$ cat src/rtl/ycc_cap_pkg.sv
package ycc_cap_pkg;
    localparam int PIX_W = 8;

    typedef enum logic {
        WIDTH_NARROW = 1'b0,
        WIDTH_WIDE   = 1'b1
    } cap_width_e;

    typedef struct packed {
        logic [PIX_W-1:0] y0;
        logic [PIX_W-1:0] y1;
        logic [PIX_W-1:0] cb;
        logic [PIX_W-1:0] cr;
    } ycc_pair_t;

    typedef struct packed {
        logic blank;
        logic hsync;
        logic vsync;
    } vid_sync_t;
endpackage

$ cat src/rtl/ycc_phase_gen.sv
module ycc_phase_gen
    import ycc_cap_pkg::*;
(
    input  logic       clk2,
    input  logic       rst_n,
    input  cap_width_e width,
    input  logic       clk_out_en,
    input  logic       clk_in,
    output logic       half_clk,
    output logic       phase,
    output logic       smp_stb,
    output logic       upd_stb
);
    logic half_d, half_q;

    always_comb begin
        half_d = ~half_q;
    end

    always_ff @(posedge clk2) begin
        if (!rst_n) half_q <= 1'b0;
        else        half_q <= half_d;
    end

    assign half_clk = half_q;
    // level of the companion clock just before the current clk2 edge
    assign phase    = clk_out_en ? half_q : clk_in;

    always_comb begin
        if (width == WIDTH_NARROW) begin
            smp_stb = 1'b1;
            upd_stb = 1'b1;
        end else begin
            smp_stb = ~phase;
            upd_stb = phase;
        end
    end
endmodule

$ cat src/rtl/ycc_timing_gen.sv
module ycc_timing_gen
    import ycc_cap_pkg::*;
#(
    parameter int H_TOTAL  = 32,
    parameter int H_ACTIVE = 24,
    parameter int HS_W     = 4,
    parameter int V_TOTAL  = 8,
    parameter int V_ACTIVE = 6,
    parameter int VS_W     = 1
) (
    input  logic      clk2,
    input  logic      rst_n,
    input  logic      run,
    input  logic      step,
    output vid_sync_t sync
);
    localparam int HW = (H_TOTAL > 1) ? $clog2(H_TOTAL) : 1;
    localparam int VW = (V_TOTAL > 1) ? $clog2(V_TOTAL) : 1;
    localparam logic [HW-1:0] H_LAST  = HW'(H_TOTAL - 1);
    localparam logic [VW-1:0] V_LAST  = VW'(V_TOTAL - 1);
    localparam logic [HW-1:0] H_BLANK = HW'(H_ACTIVE);
    localparam logic [VW-1:0] V_BLANK = VW'(V_ACTIVE);
    localparam logic [HW-1:0] H_SYNC  = HW'(H_TOTAL - HS_W);
    localparam logic [VW-1:0] V_SYNC  = VW'(V_TOTAL - VS_W);

    typedef struct packed {
        logic [HW-1:0] h;
        logic [VW-1:0] v;
    } tg_state_t;

    tg_state_t st_d, st_q;

    always_comb begin
        st_d = st_q;
        if (run && step) begin
            if (st_q.h == H_LAST) begin
                st_d.h = '0;
                st_d.v = (st_q.v == V_LAST) ? '0 : st_q.v + 1'b1;
            end else begin
                st_d.h = st_q.h + 1'b1;
            end
        end
    end

    always_ff @(posedge clk2) begin
        if (!rst_n) st_q <= '0;
        else        st_q <= st_d;
    end

    always_comb begin
        sync.blank = (st_q.h >= H_BLANK) || (st_q.v >= V_BLANK);
        sync.hsync = (st_q.h >= H_SYNC);
        sync.vsync = (st_q.v >= V_SYNC);
    end
endmodule

$ cat src/rtl/ycc_lane_unpack.sv
module ycc_lane_unpack
    import ycc_cap_pkg::*;
(
    input  logic             clk2,
    input  logic             rst_n,
    input  cap_width_e       width,
    input  logic             smp_stb,
    input  logic             blank,
    input  logic [PIX_W-1:0] lane_lo,
    input  logic [PIX_W-1:0] lane_hi,
    output ycc_pair_t        pair,
    output logic             pair_vld
);
    typedef struct packed {
        logic [1:0]       slot;
        logic [PIX_W-1:0] cb;
        logic [PIX_W-1:0] y0;
        logic [PIX_W-1:0] cr;
        ycc_pair_t        pair;
        logic             vld;
    } up_state_t;

    up_state_t st_d, st_q;

    always_comb begin
        st_d     = st_q;
        st_d.vld = 1'b0;
        if (smp_stb) begin
            if (blank) begin
                st_d.slot = 2'd0;
            end else if (width == WIDTH_NARROW) begin
                unique case (st_q.slot)
                    2'd0: st_d.cb = lane_lo;
                    2'd1: st_d.y0 = lane_lo;
                    2'd2: st_d.cr = lane_lo;
                    default: begin
                        st_d.pair.y0 = st_q.y0;
                        st_d.pair.y1 = lane_lo;
                        st_d.pair.cb = st_q.cb;
                        st_d.pair.cr = st_q.cr;
                        st_d.vld     = 1'b1;
                    end
                endcase
                st_d.slot = st_q.slot + 2'd1;
            end else begin
                if (!st_q.slot[0]) begin
                    st_d.y0   = lane_lo;
                    st_d.cb   = lane_hi;
                    st_d.slot = 2'd1;
                end else begin
                    st_d.pair.y0 = st_q.y0;
                    st_d.pair.y1 = lane_lo;
                    st_d.pair.cb = st_q.cb;
                    st_d.pair.cr = lane_hi;
                    st_d.vld     = 1'b1;
                    st_d.slot    = 2'd0;
                end
            end
        end
    end

    always_ff @(posedge clk2) begin
        if (!rst_n) st_q <= '0;
        else        st_q <= st_d;
    end

    assign pair     = st_q.pair;
    assign pair_vld = st_q.vld;
endmodule

$ cat src/rtl/ycc_capture.sv
module ycc_capture
    import ycc_cap_pkg::*;
#(
    parameter int H_TOTAL  = 32,
    parameter int H_ACTIVE = 24,
    parameter int HS_W     = 4,
    parameter int V_TOTAL  = 8,
    parameter int V_ACTIVE = 6,
    parameter int VS_W     = 1
) (
    input  logic             clk2,
    input  logic             rst_n,
    input  logic             mode16_in,
    input  logic             timing_master,
    input  logic             clk_out_en,
    input  logic             clk_in,
    output logic             clk_out,
    input  logic [PIX_W-1:0] pix_lo,
    input  logic [PIX_W-1:0] pix_hi,
    input  logic             blank_in,
    input  logic             hsync_in,
    input  logic             vsync_in,
    output logic             blank_out,
    output logic             hsync_out,
    output logic             vsync_out,
    output logic             sync_oe,
    output logic             samp_hsync,
    output logic             samp_vsync,
    output logic [PIX_W-1:0] out_y0,
    output logic [PIX_W-1:0] out_y1,
    output logic [PIX_W-1:0] out_cb,
    output logic [PIX_W-1:0] out_cr,
    output logic             out_valid
);
    typedef struct packed {
        cap_width_e width;
        logic       hs;
        logic       vs;
    } top_state_t;

    top_state_t st_d, st_q;
    cap_width_e cur_width;
    logic       cap_phase, smp_stb, upd_stb, blank_src;
    vid_sync_t  gen_sync;
    ycc_pair_t  pair;

    assign cur_width = st_q.width;

    ycc_phase_gen u_phase (
        .clk2       (clk2),
        .rst_n      (rst_n),
        .width      (cur_width),
        .clk_out_en (clk_out_en),
        .clk_in     (clk_in),
        .half_clk   (clk_out),
        .phase      (cap_phase),
        .smp_stb    (smp_stb),
        .upd_stb    (upd_stb)
    );

    ycc_timing_gen #(
        .H_TOTAL  (H_TOTAL),
        .H_ACTIVE (H_ACTIVE),
        .HS_W     (HS_W),
        .V_TOTAL  (V_TOTAL),
        .V_ACTIVE (V_ACTIVE),
        .VS_W     (VS_W)
    ) u_timing (
        .clk2  (clk2),
        .rst_n (rst_n),
        .run   (timing_master),
        .step  (upd_stb),
        .sync  (gen_sync)
    );

    assign blank_src = timing_master ? gen_sync.blank : blank_in;

    ycc_lane_unpack u_unpack (
        .clk2     (clk2),
        .rst_n    (rst_n),
        .width    (cur_width),
        .smp_stb  (smp_stb),
        .blank    (blank_src),
        .lane_lo  (pix_lo),
        .lane_hi  (pix_hi),
        .pair     (pair),
        .pair_vld (out_valid)
    );

    always_comb begin
        st_d = st_q;
        if (smp_stb) begin
            if (blank_src) st_d.width = cap_width_e'(mode16_in);
            if (!timing_master) begin
                st_d.hs = hsync_in;
                st_d.vs = vsync_in;
            end
        end
    end

    always_ff @(posedge clk2) begin
        if (!rst_n) begin
            st_q.width <= cap_width_e'(mode16_in);
            st_q.hs    <= 1'b0;
            st_q.vs    <= 1'b0;
        end else begin
            st_q <= st_d;
        end
    end

    assign samp_hsync = st_q.hs;
    assign samp_vsync = st_q.vs;
    assign sync_oe    = timing_master;
    assign blank_out  = gen_sync.blank;
    assign hsync_out  = gen_sync.hsync;
    assign vsync_out  = gen_sync.vsync;
    assign out_y0     = pair.y0;
    assign out_y1     = pair.y1;
    assign out_cb     = pair.cb;
    assign out_cr     = pair.cr;
endmodule

$ cat config.mk
export PLATFORM = sky130hd
export DESIGN_NAME = ycc_capture
export DESIGN_NICKNAME = d
export VERILOG_FILES = /design/src/rtl/ycc_cap_pkg.sv /design/src/rtl/ycc_phase_gen.sv /design/src/rtl/ycc_timing_gen.sv /design/src/rtl/ycc_lane_unpack.sv /design/src/rtl/ycc_capture.sv
export SDC_FILE = /design/constraint.sdc
export NUM_CORES = 1
export LEC_CHECK = 0
export ABC_AREA = 1
export BUFFER_PORTS_ARGS = -buffer_cell sky130_fd_sc_hd__buf_4
export CAP_MARGIN = 30
export CORE_MARGIN = 2
export CORE_UTILIZATION = 35
export DETAILED_ROUTE_END_ITERATION = 6
export SYNTH_ARGS = -nofsm -noshare
export SYNTH_HDL_FRONTEND = slang
export SYNTH_SLANG_ARGS = --single-unit
$ cat constraint.sdc
create_clock -name clk2 -period 2.2 [get_ports clk2]
set_input_delay 0.33 -clock clk2 [delete_from_list [all_inputs] [get_ports clk2]]
set_output_delay 0.33 -clock clk2 [all_outputs]
set_load 0.03 [all_outputs]
## Yosys cells after proc, flatten, opt, wreduce, memory -nomap -nowiden

Index checks and enable logic that the tools add are counted.

- Output and inout bits: 40
- Register bits: 71

- Equal/unequal tests: 9
- Reductions and logical operators: 14
- Order comparisons: 4
- Bitwise logic cells: 7
- Add/subtract/negate cells: 3
- Muxes and demuxes: 19

Operators by type and width:

| kind | number |
|---|---|
| $mux 33 | 3 |
| $mux 18 | 1 |
| $mux 16 | 1 |
| $mux 8 | 2 |
| $reduce_and 4->1 | 4 |
| $ge 5x5->1 const B | 2 |
| $mux 3 | 3 |
| $ne 2x1->1 const B | 4 |
| $not 1->1 | 7 |
| $ge 3x3->1 const B | 2 |
| $mux 1 | 6 |
| $reduce_and 2->1 | 3 |
| $reduce_or 3->1 | 2 |
| $add 5x1->5 const B | 1 |
| $eq 5x5->1 const B | 1 |
| $mux 5 | 1 |
| $mux 2 | 2 |
| $reduce_bool 2->1 | 2 |
| $add 3x1->3 const B | 1 |
| $eq 3x3->1 const B | 1 |
| $add 2x1->2 const B | 1 |
| $eq 2x1->1 const B | 1 |
| $eq 2x2->1 const B | 1 |
| $logic_not 2->1 | 1 |
| 3 further kinds | 3 |

## Longest topological paths before layout

Gate-level depths: netlist (run 1).

- Word-level depth: 6
- Depth in mapped cells: 9

## Hierarchy

A second synthesis (run 1) with hierarchy kept.

- Cells, all modules: 655
- Area total of the unflattened synthesis: 4,119.0 um2

Modules (own cells, without submodules):

| module | area each (um2) | times used | cells each |
|---|---|---|---|
| ycc_lane_unpack | 3,449.6 | 1 | 560 |
| ycc_timing_gen | 420.4 | 1 | 57 |
| ycc_capture | 166.4 | 1 | 25 |
| ycc_phase_gen | 82.6 | 1 | 13 |

## Worst setup path before layout (run 1)

OpenSTA, ideal clock, no wires.

- Kind: register to register
- Start point: register u_unpack.st_q[57] (netlist name)
- End point: register u_unpack.st_q, in the netlist u_unpack.pair[13]
- Data arrival time: 1.396 ns
- Data required time: 2.087 ns
- Path slack: 0.691 ns
- Library setup time: 0.113 ns
- Period minus slack after synthesis: 1.509 ns
- Buffers on the path: 3
- Stages on the path, launching flop included: 10
- Cell sequence: dfxtp_1 -> ha_1 -> buf_2 -> nand2_2 -> nand2_4 -> nand3_2 -> buf_6 -> buf_6 -> nor2_1 -> nor2_1

- Word-level cells in the longest chain between the ends: 4
- Elaborated cells between the ends (all ways): 7

Ends and longest elaborated chain:

| element | line | RTL |
|---|---|---|
| from (decl) | ycc_lane_unpack.sv:23 | `up_state_t st_d, st_q;` |
| from (signal assigned) | ycc_lane_unpack.sv:64 | `else st_q <= st_d;` |
| $eq 2x1->1 (tied with other cells) | ycc_lane_unpack.sv:32 | `unique case (st_q.slot)` |
| $reduce_or 3->1 (no line) | -- |  |
| $ne 2x1->1 (no line) | -- |  |
| $reduce_and 4->1 (no line) (*) | -- |  |

Every way passes the cells marked *; elsewhere a longest branch is shown, timed or not.
A chain may end at the register's enable or synchronous reset.

## Worst setup path after layout (run 1)

- Start point: register cur_width (netlist name)
- End point: register u_unpack.st_q[52] (netlist name)

- Word-level cells in the longest chain between the ends: 2
- Elaborated cells between the ends (all ways): 5

Ends and longest elaborated chain:

| element |
|---|
| $ne 2x2->1 (no line) (tied with other cells) |
| $reduce_and 4->1 (no line) |

Parallel ways exist; a longest one is shown, timed or not.

==> metrics.yaml, run 1 <==
synth_cells: 515
yosys_warnings: 0
cts_max_level: 3
grt_pass1_wl_um: 13500
hold_violations: 0
use_met1_pct: 18.9
hold_buffers: 0
antenna_found_initial: 0
rr_worst_depth: 6
vdd_drop_max_v: 0.000306
grt_max_degree: 55
core_area_um2: 9770
path_depth: 6
fp.dieH_um: 104
use_met2_pct: 26.0
skew_ns: 0.0145
async_reset_ff_share_pct: 0
dp_hpwl_um: 5860
antenna_cells: 0
drt_iter0_markers: 162
critPathLaunch: "cur_width$_DFFE_PP_"
syn-mean-instance-area_um2: 6.84
die_w_um: 104
synth_area_leaders: "dfxtp_1 40%, nor2_1 13%, nand2_1 12%, buf_4 7.0%, inv_1 5.4%"
dominantRegCellSynth: "dfxtp_1"
antenna_left: 0
ios: 65
post_cts_buffers: 0
reg2reg_to: "u_unpack.st_q[52]$_SDFFE_PN0P_"
total_power_uw: 3060
synth_top_area_cell: "dfxtp_1"
wire_per_inst_um: 11.7
cp-start-kind: "register"
cts_max_path_buffers: 2
finalCritPeriodShare_pct: 84.1
syn_to_final_growth_pct: 15.6
endpoint_kind: "register"
cts.clk_slew.worst_paths_ns: 0.09
worst-setup-path-type: "reg -> reg"
p_per_area_nw_per_um2: 752
met3_usage_pct: 4.39
yosysUniqueCellTypes: 26
tightest_slew_ns: 0.638
clkLatencyLatePin_ns: 0.35
synth_edf_count: 1
nNetsFinal: 577
cts.repair.resized: 0
tns_ns: 0
r2r-start: "cur_width$_DFFE_PP_"
drtPass1Iterations: 6
clock_sinks: 71
r2r_slack_ns: 0.35
slew_headroom_pct: 57.2
required_ns: 2.44
intPower_uw: 2210
switching_share_pct: 28.0
drv_slew: 0
synth_area_um2: 3520
grt_usage_pct: 15.2
rows: 36
final-setup-viol-count: 0
drc: 0
place.gp.congestion: 0.886
start_util_pct: 36.0
status: "completed"
holdCritPathClass: "in -> reg"
max_stage_delay_ns: 0.60
power_leakage_uw: 0.00206
cp_cell_sequence: "nand2_4 > clkinv_1 > a21oi_2 > nand3_1 > nand2_1 > nor2_1"
synth_top_area_share_pct: 39.8
design.die.area_um2: 10900
ys_seq_area_share_pct: 40.6
cts_tree: "yes"
syn_nets: 549
pwr-share-clk_pct: 38.5
setup.worst_path.end: "u_unpack.st_q[52]$_SDFFE_PN0P_"
post-route-min-period_ns: 1.85
critPathMaxFanout: 12
combPwrFrac_pct: 15.4
ys_ff_latch: 71
p_switching_uw: 857
cp.arrival_ns: 2.09
portBuffers: 64
top_usage_layer: "met2"
maxCapViolations: 0
pwr-share-seq_pct: 46.1
cp_slowest_cell: "edfxtp_1"
crit_family: "flip-flops"
grt_pass1_vias: 2907
vias: 3059
clock.fmax_mhz: 540
vias_per_cell: 4.49
drt_wl_total_um: 7960
grt_overflow: 0
grt_setup_unrepaired: "no"
drive_gt1_share_pct: 17.9
cts-root-buf: "clkbuf_8"
cp_num_buf_inv: 1
cts_made_buffers: 9
## flip-flops by register name (all words and copies together) (netlist names)
register and flops:
u_timing.st_q 8, u_phase.half_clk 1, u_unpack.st_q 26, samp_hsync 1, u_unpack.pair 32, cur_width 1
u_unpack.pair_vld 1, samp_vsync 1
## per-layer routing
layer	share of wire, %	vias up	wire length (um)
met5	0	-	0
met4	1.0	0	83
met3	5.7	10	452
met2	47	76	3740
met1	46	1361	3690
li1	-	1612	-
## cells in the mapped netlist, drive strengths merged, types with 2 or more instances
| cell type | count |
|---|---|
| nand4 | 10 |
| ha | 9 |
| nor2 | 123 |
| inv | 52 |
| nor3 | 2 |
| clkbuf | 6 |
| dfxtp | 70 |
| a21oi | 24 |
| o21ai | 15 |
| nand3 | 35 |
| buf | 46 |
| nand2 | 119 |
## through the flow
step,setup WS [ns],util [%],instance area (um^2),hold slack (ns),instances
after floorplan,0.691,-,3520,0.444,515
after global placement,0.401,39.3,3840,0.432,665
after detailed placement,0.388,39.3,3840,0.443,665
after CTS,0.373,41.7,4070,0.212,681
after global routing,0.159,41.7,4070,0.234,681
final,0.349,41.7,4070,0.228,681
## logic make-up after synthesis
kind of cell / Yosys count / share of synthesized area, %
flops: 71 / 40.6
simple gates: 290 / 34.1
buf+inv: 105 / 16.1
fa+ha+maj: 9 / 3.20
compound gates: 40 / 5.93
## area by class of cell
type / count / area, um^2
inverters: 53 / 201
clock buffers: 10 / 138
well taps: 133 / 166
multi-input cells: 339 / 1520
flip-flops and latches: 71 / 1430
clock inverters: 6 / 93.8
repair buffers: 69 / 518
fillers: 1055 / 5700
## power groups by stage
| stage | registers (uW) | logic [uW] | clock network (uW) |
|---|---|---|---|
| 2_1_floorplan | 1430 | 361 | 0 |
| 3_3_place_gp | 1440 | 468 | 0 |
| 3_5_place_dp | 1440 | 472 | 0 |
| 4_1_cts | 1410 | 474 | 1220 |
| 5_1_grt | 1420 | 537 | 1260 |
| 6_report | 1410 | 472 | 1180 |
## worst min path at each step
stage                             startpoint                             end  slack (ns)  cells after the start
2_1_floorplan  u_unpack.pair[3]$_SDFFE_PN0P_   u_unpack.pair[3]$_SDFFE_PN0P_        0.44                      2
5_1_grt                            pix_lo[1]  u_unpack.pair[17]$_SDFFE_PN0P_        0.23                      3
6_report                           pix_lo[7]  u_unpack.pair[23]$_SDFFE_PN0P_        0.23                      3
3_3_place_gp     u_phase.half_clk$_SDFF_PN0_     u_phase.half_clk$_SDFF_PN0_        0.43                      1
3_5_place_dp     u_phase.half_clk$_SDFF_PN0_     u_phase.half_clk$_SDFF_PN0_        0.44                      1
4_1_cts                            pix_lo[7]  u_unpack.pair[23]$_SDFFE_PN0P_        0.21                      3
## cells in the final DEF (no fill, tap or decap)
master,netlist,layout
a21oi_1,22,22
nand3_1,33,33
nor2_2,2,2
a31oi_1,1,1
inv_4,1,1
nor2_1,121,121
or2_4,1,1
nand2_1,114,114
o21ai_1,1,1
clkinv_4,0,3
bufinv_16,0,2
a21oi_2,2,2
clkbuf_8,0,10
nand2_2,3,3
nand2_4,2,2
clkinv_1,1,1
inv_1,51,51
nand4_1,10,10
dfxtp_1,70,70
ha_1,9,9
clkinvlp_4,0,1
o21ai_0,14,14
nor3_1,2,2
nand3_2,2,2
buf_4,33,69
edfxtp_1,1,1
## worst register-to-register path, delay by kind of cell, from the launching register on
kind / cells / cell delay [ns]
flip-flops: 1 / 0.60
buffers and inverters: 1 / 0.26
AND/OR/NAND/NOR: 4 / 0.49
AO/OA/AOI/OAI: 1 / 0.40
No activity file was read; power rests on OpenSTA's default activity.
==> inputs of run 2 (changes only) <==
==> constraint.sdc (replaced) <==
create_clock -name clk2 -period 1.7 [get_ports clk2]
set_input_delay 0.255 -clock clk2 [delete_from_list [all_inputs] [get_ports clk2]]
set_output_delay 0.255 -clock clk2 [all_outputs]
set_load 0.03 [all_outputs]
==> run 2 against run 1 <==
Hold slack worse by 0.081 ns. Count of clock-buffer cells in the layout stayed put. Global-route usage is 0.074 points lower.
==> metrics.yaml, run 2 (synthesized netlist as in run 1, its figures left out) <==
cts_tree: "yes"
grt_pass1_vias: 2789  # -4.1%
cts-root-buf: "clkbuf_8"
clkLatencyLatePin_ns: 0.36  # about the same
finalCritPeriodShare_pct: 97.7
drv_slew: 0  # unchanged
rows: 36  # unchanged
grt_pass1_wl_um: 13300  # -1.4%
status: "completed"
place.gp.congestion: 0.846  # -4.5%
critPathMaxFanout: 3  # -9
antenna_found_initial: 0  # unchanged
grt_overflow: 0  # unchanged
cts.clk_slew.worst_paths_ns: 0.08  # about the same
drt_iter0_markers: 135  # -17%
fillers: 1038  # -1.6%
drt_wl_total_um: 8460  # +6.2%
maxCapViolations: 0  # unchanged
syn_to_final_growth_pct: 19.9
wire_per_inst_um: 12.2  # +4.7%
power_leakage_uw: 0.00213  # +3.5%
portBuffers: 64  # unchanged
fp.dieH_um: 104  # unchanged
start_util_pct: 36.0  # unchanged
design.die.area_um2: 10900  # unchanged
clock_sinks: 71  # unchanged
place_inst: 672  # +1.1%
cp_slowest_cell: "dfxtp_2"
nNetsFinal: 587  # +1.7%
hold_violations: 0  # unchanged
vias_per_cell: 4.51  # +0.32%
required_ns: 1.44  # -1.00 ns
slew_headroom_pct: 70.8  # +14 points
ios: 65  # unchanged
r2r_slack_ns: 0.13  # -0.22 ns
hold_buffers: 0  # unchanged
cp-start-kind: "register"
skew_ns: 0.0119  # -0.00256 ns
stdcell_area_um2: 4220  # +3.7%
multi_input_area_um2: 1540  # +0.99%
pre_cts_ws_ns: 0.117  # -0.271 ns
final_cells: 691  # +1.5%
max_stage_delay_ns: 0.33  # -0.27 ns
tightest_slew_ns: 0.438  # -0.200 ns
vias: 3114  # +1.8%
place_area_um2: 3920  # +2.0%
drive_gt1_share_pct: 20.4  # +2.5 points
cts_max_level: 3  # unchanged
layout_common_cells: "119 x nor2_1, 114 x nand2_1, 75 x buf_4, 68 x dfxtp_1, 50 x inv_1"
largest_reg_flops: 32  # unchanged
endpoint_kind: "primary output"
holdCritPathClass: "in -> reg"
grt_max_degree: 58  # +5.5%
cp_cell_sequence: "ha_1 > ha_2 > nor2_2 > a21oi_1 > buf_4"
cts_max_path_buffers: 2  # unchanged
drc: 0  # unchanged
drtPass1Iterations: 5  # -1
post-route-min-period_ns: 1.66
worst-setup-path-type: "reg -> out"
antenna_left: 0  # unchanged
cts_made_buffers: 9  # unchanged
layout_commonest_cell: "nor2_1"
final-setup-viol-count: 0  # unchanged
grt_usage_pct: 15.1  # -0.074 points
regArea_um2: 1430  # +0.18%
p_per_area_nw_per_um2: 955  # +27%
total_power_uw: 4030  # +32%
die_w_um: 104  # unchanged
cp.arrival_ns: 1.41  # -0.68 ns
clock.fmax_mhz: 602
fin_ws_ns: 0.0388  # -0.310 ns
dp_hpwl_um: 5940  # +1.4%
antenna_cells: 0  # unchanged
vdd_drop_max_v: 0.000544  # +78%
core_area_um2: 9770  # unchanged
-- run 2: cell count changes in the layout (fill, tap and decap cells not counted), sizes merged --
cell / delta
buf: +8
clkbuf: +2
clkinv: -2
clkinvlp: +1
inv: +1
-- run 2: routing by layer --
metal / up-vias / routed length (um) / track usage, %
met3: 13 / 538 / 3.88
met1: 1382 / 3760 / 19.2
met2: 82 / 4030 / 24.7
li1: 1637 / - / -
met5: - / 0 / 0
met4: 0 / 127 / 5.41
-- run 2: final timing paths --
kind,from,endpoint,depth (start not counted)
worst max-delay path,u_timing.st_q[0]$_SDFFE_PN0P_,vsync_out,5
worst min-delay path,pix_lo[4],u_unpack.pair[20]$_SDFFE_PN0P_,3
worst max register to register,cur_width$_DFFE_PP_,u_unpack.pair[7]$_SDFFE_PN0P_,8
worst min register to register,u_unpack.pair[3]$_SDFFE_PN0P_,u_unpack.pair[3]$_SDFFE_PN0P_,2
-- run 2: critical path: cells and delay by family (launching register included) --
family | cells | cell delay [ns]
adder cells (fa/ha/maj) | 2 | 0.38
flip-flops | 1 | 0.33
buffers and inverters | 1 | 0.17
AO/OA/AOI/OAI | 1 | 0.05
AND/OR/NAND/NOR | 1 | 0.12
-- run 2: final cells by class --
| type | instances | area share (%) |
|---|---|---|
| Timing Repair Buffer | 79 | 15.5 |
| Inverter | 53 | 4.77 |
| Multi-Input combinational cell | 339 | 36.4 |
| Clock inverter | 6 | 2.19 |
| Sequential cell | 71 | 33.9 |
| Tap cell | 133 | 3.94 |
| Clock buffer | 10 | 3.26 |
-- run 2: power breakdown --
part           internal [uW]  switching (uW)  leakage (uW)
Clock                    873             671      0.000109
Sequential              1770            56.0      0.000582
Combinational            255             414       0.00144
-- run 2: repair_timing --
item | CTS | global route
setup endpoints to repair | 1 | 9
cloned | 0 | 2
pin swaps | 0 | 1
resized for setup | 2 | 5
setup buffers | 0 | 1
-- run 2: per-stage QoR --
step | utilization, % | hold WS [ns] | setup TNS, ns
after floorplan | - | 0.390 | 0
after CTS | 42.5 | 0.144 | 0
after detailed placement | 40.1 | 0.463 | 0
final | 43.2 | 0.146 | 0
after global placement | 40.1 | 0.431 | 0
after global routing | 43.2 | 0.158 | -0.00250
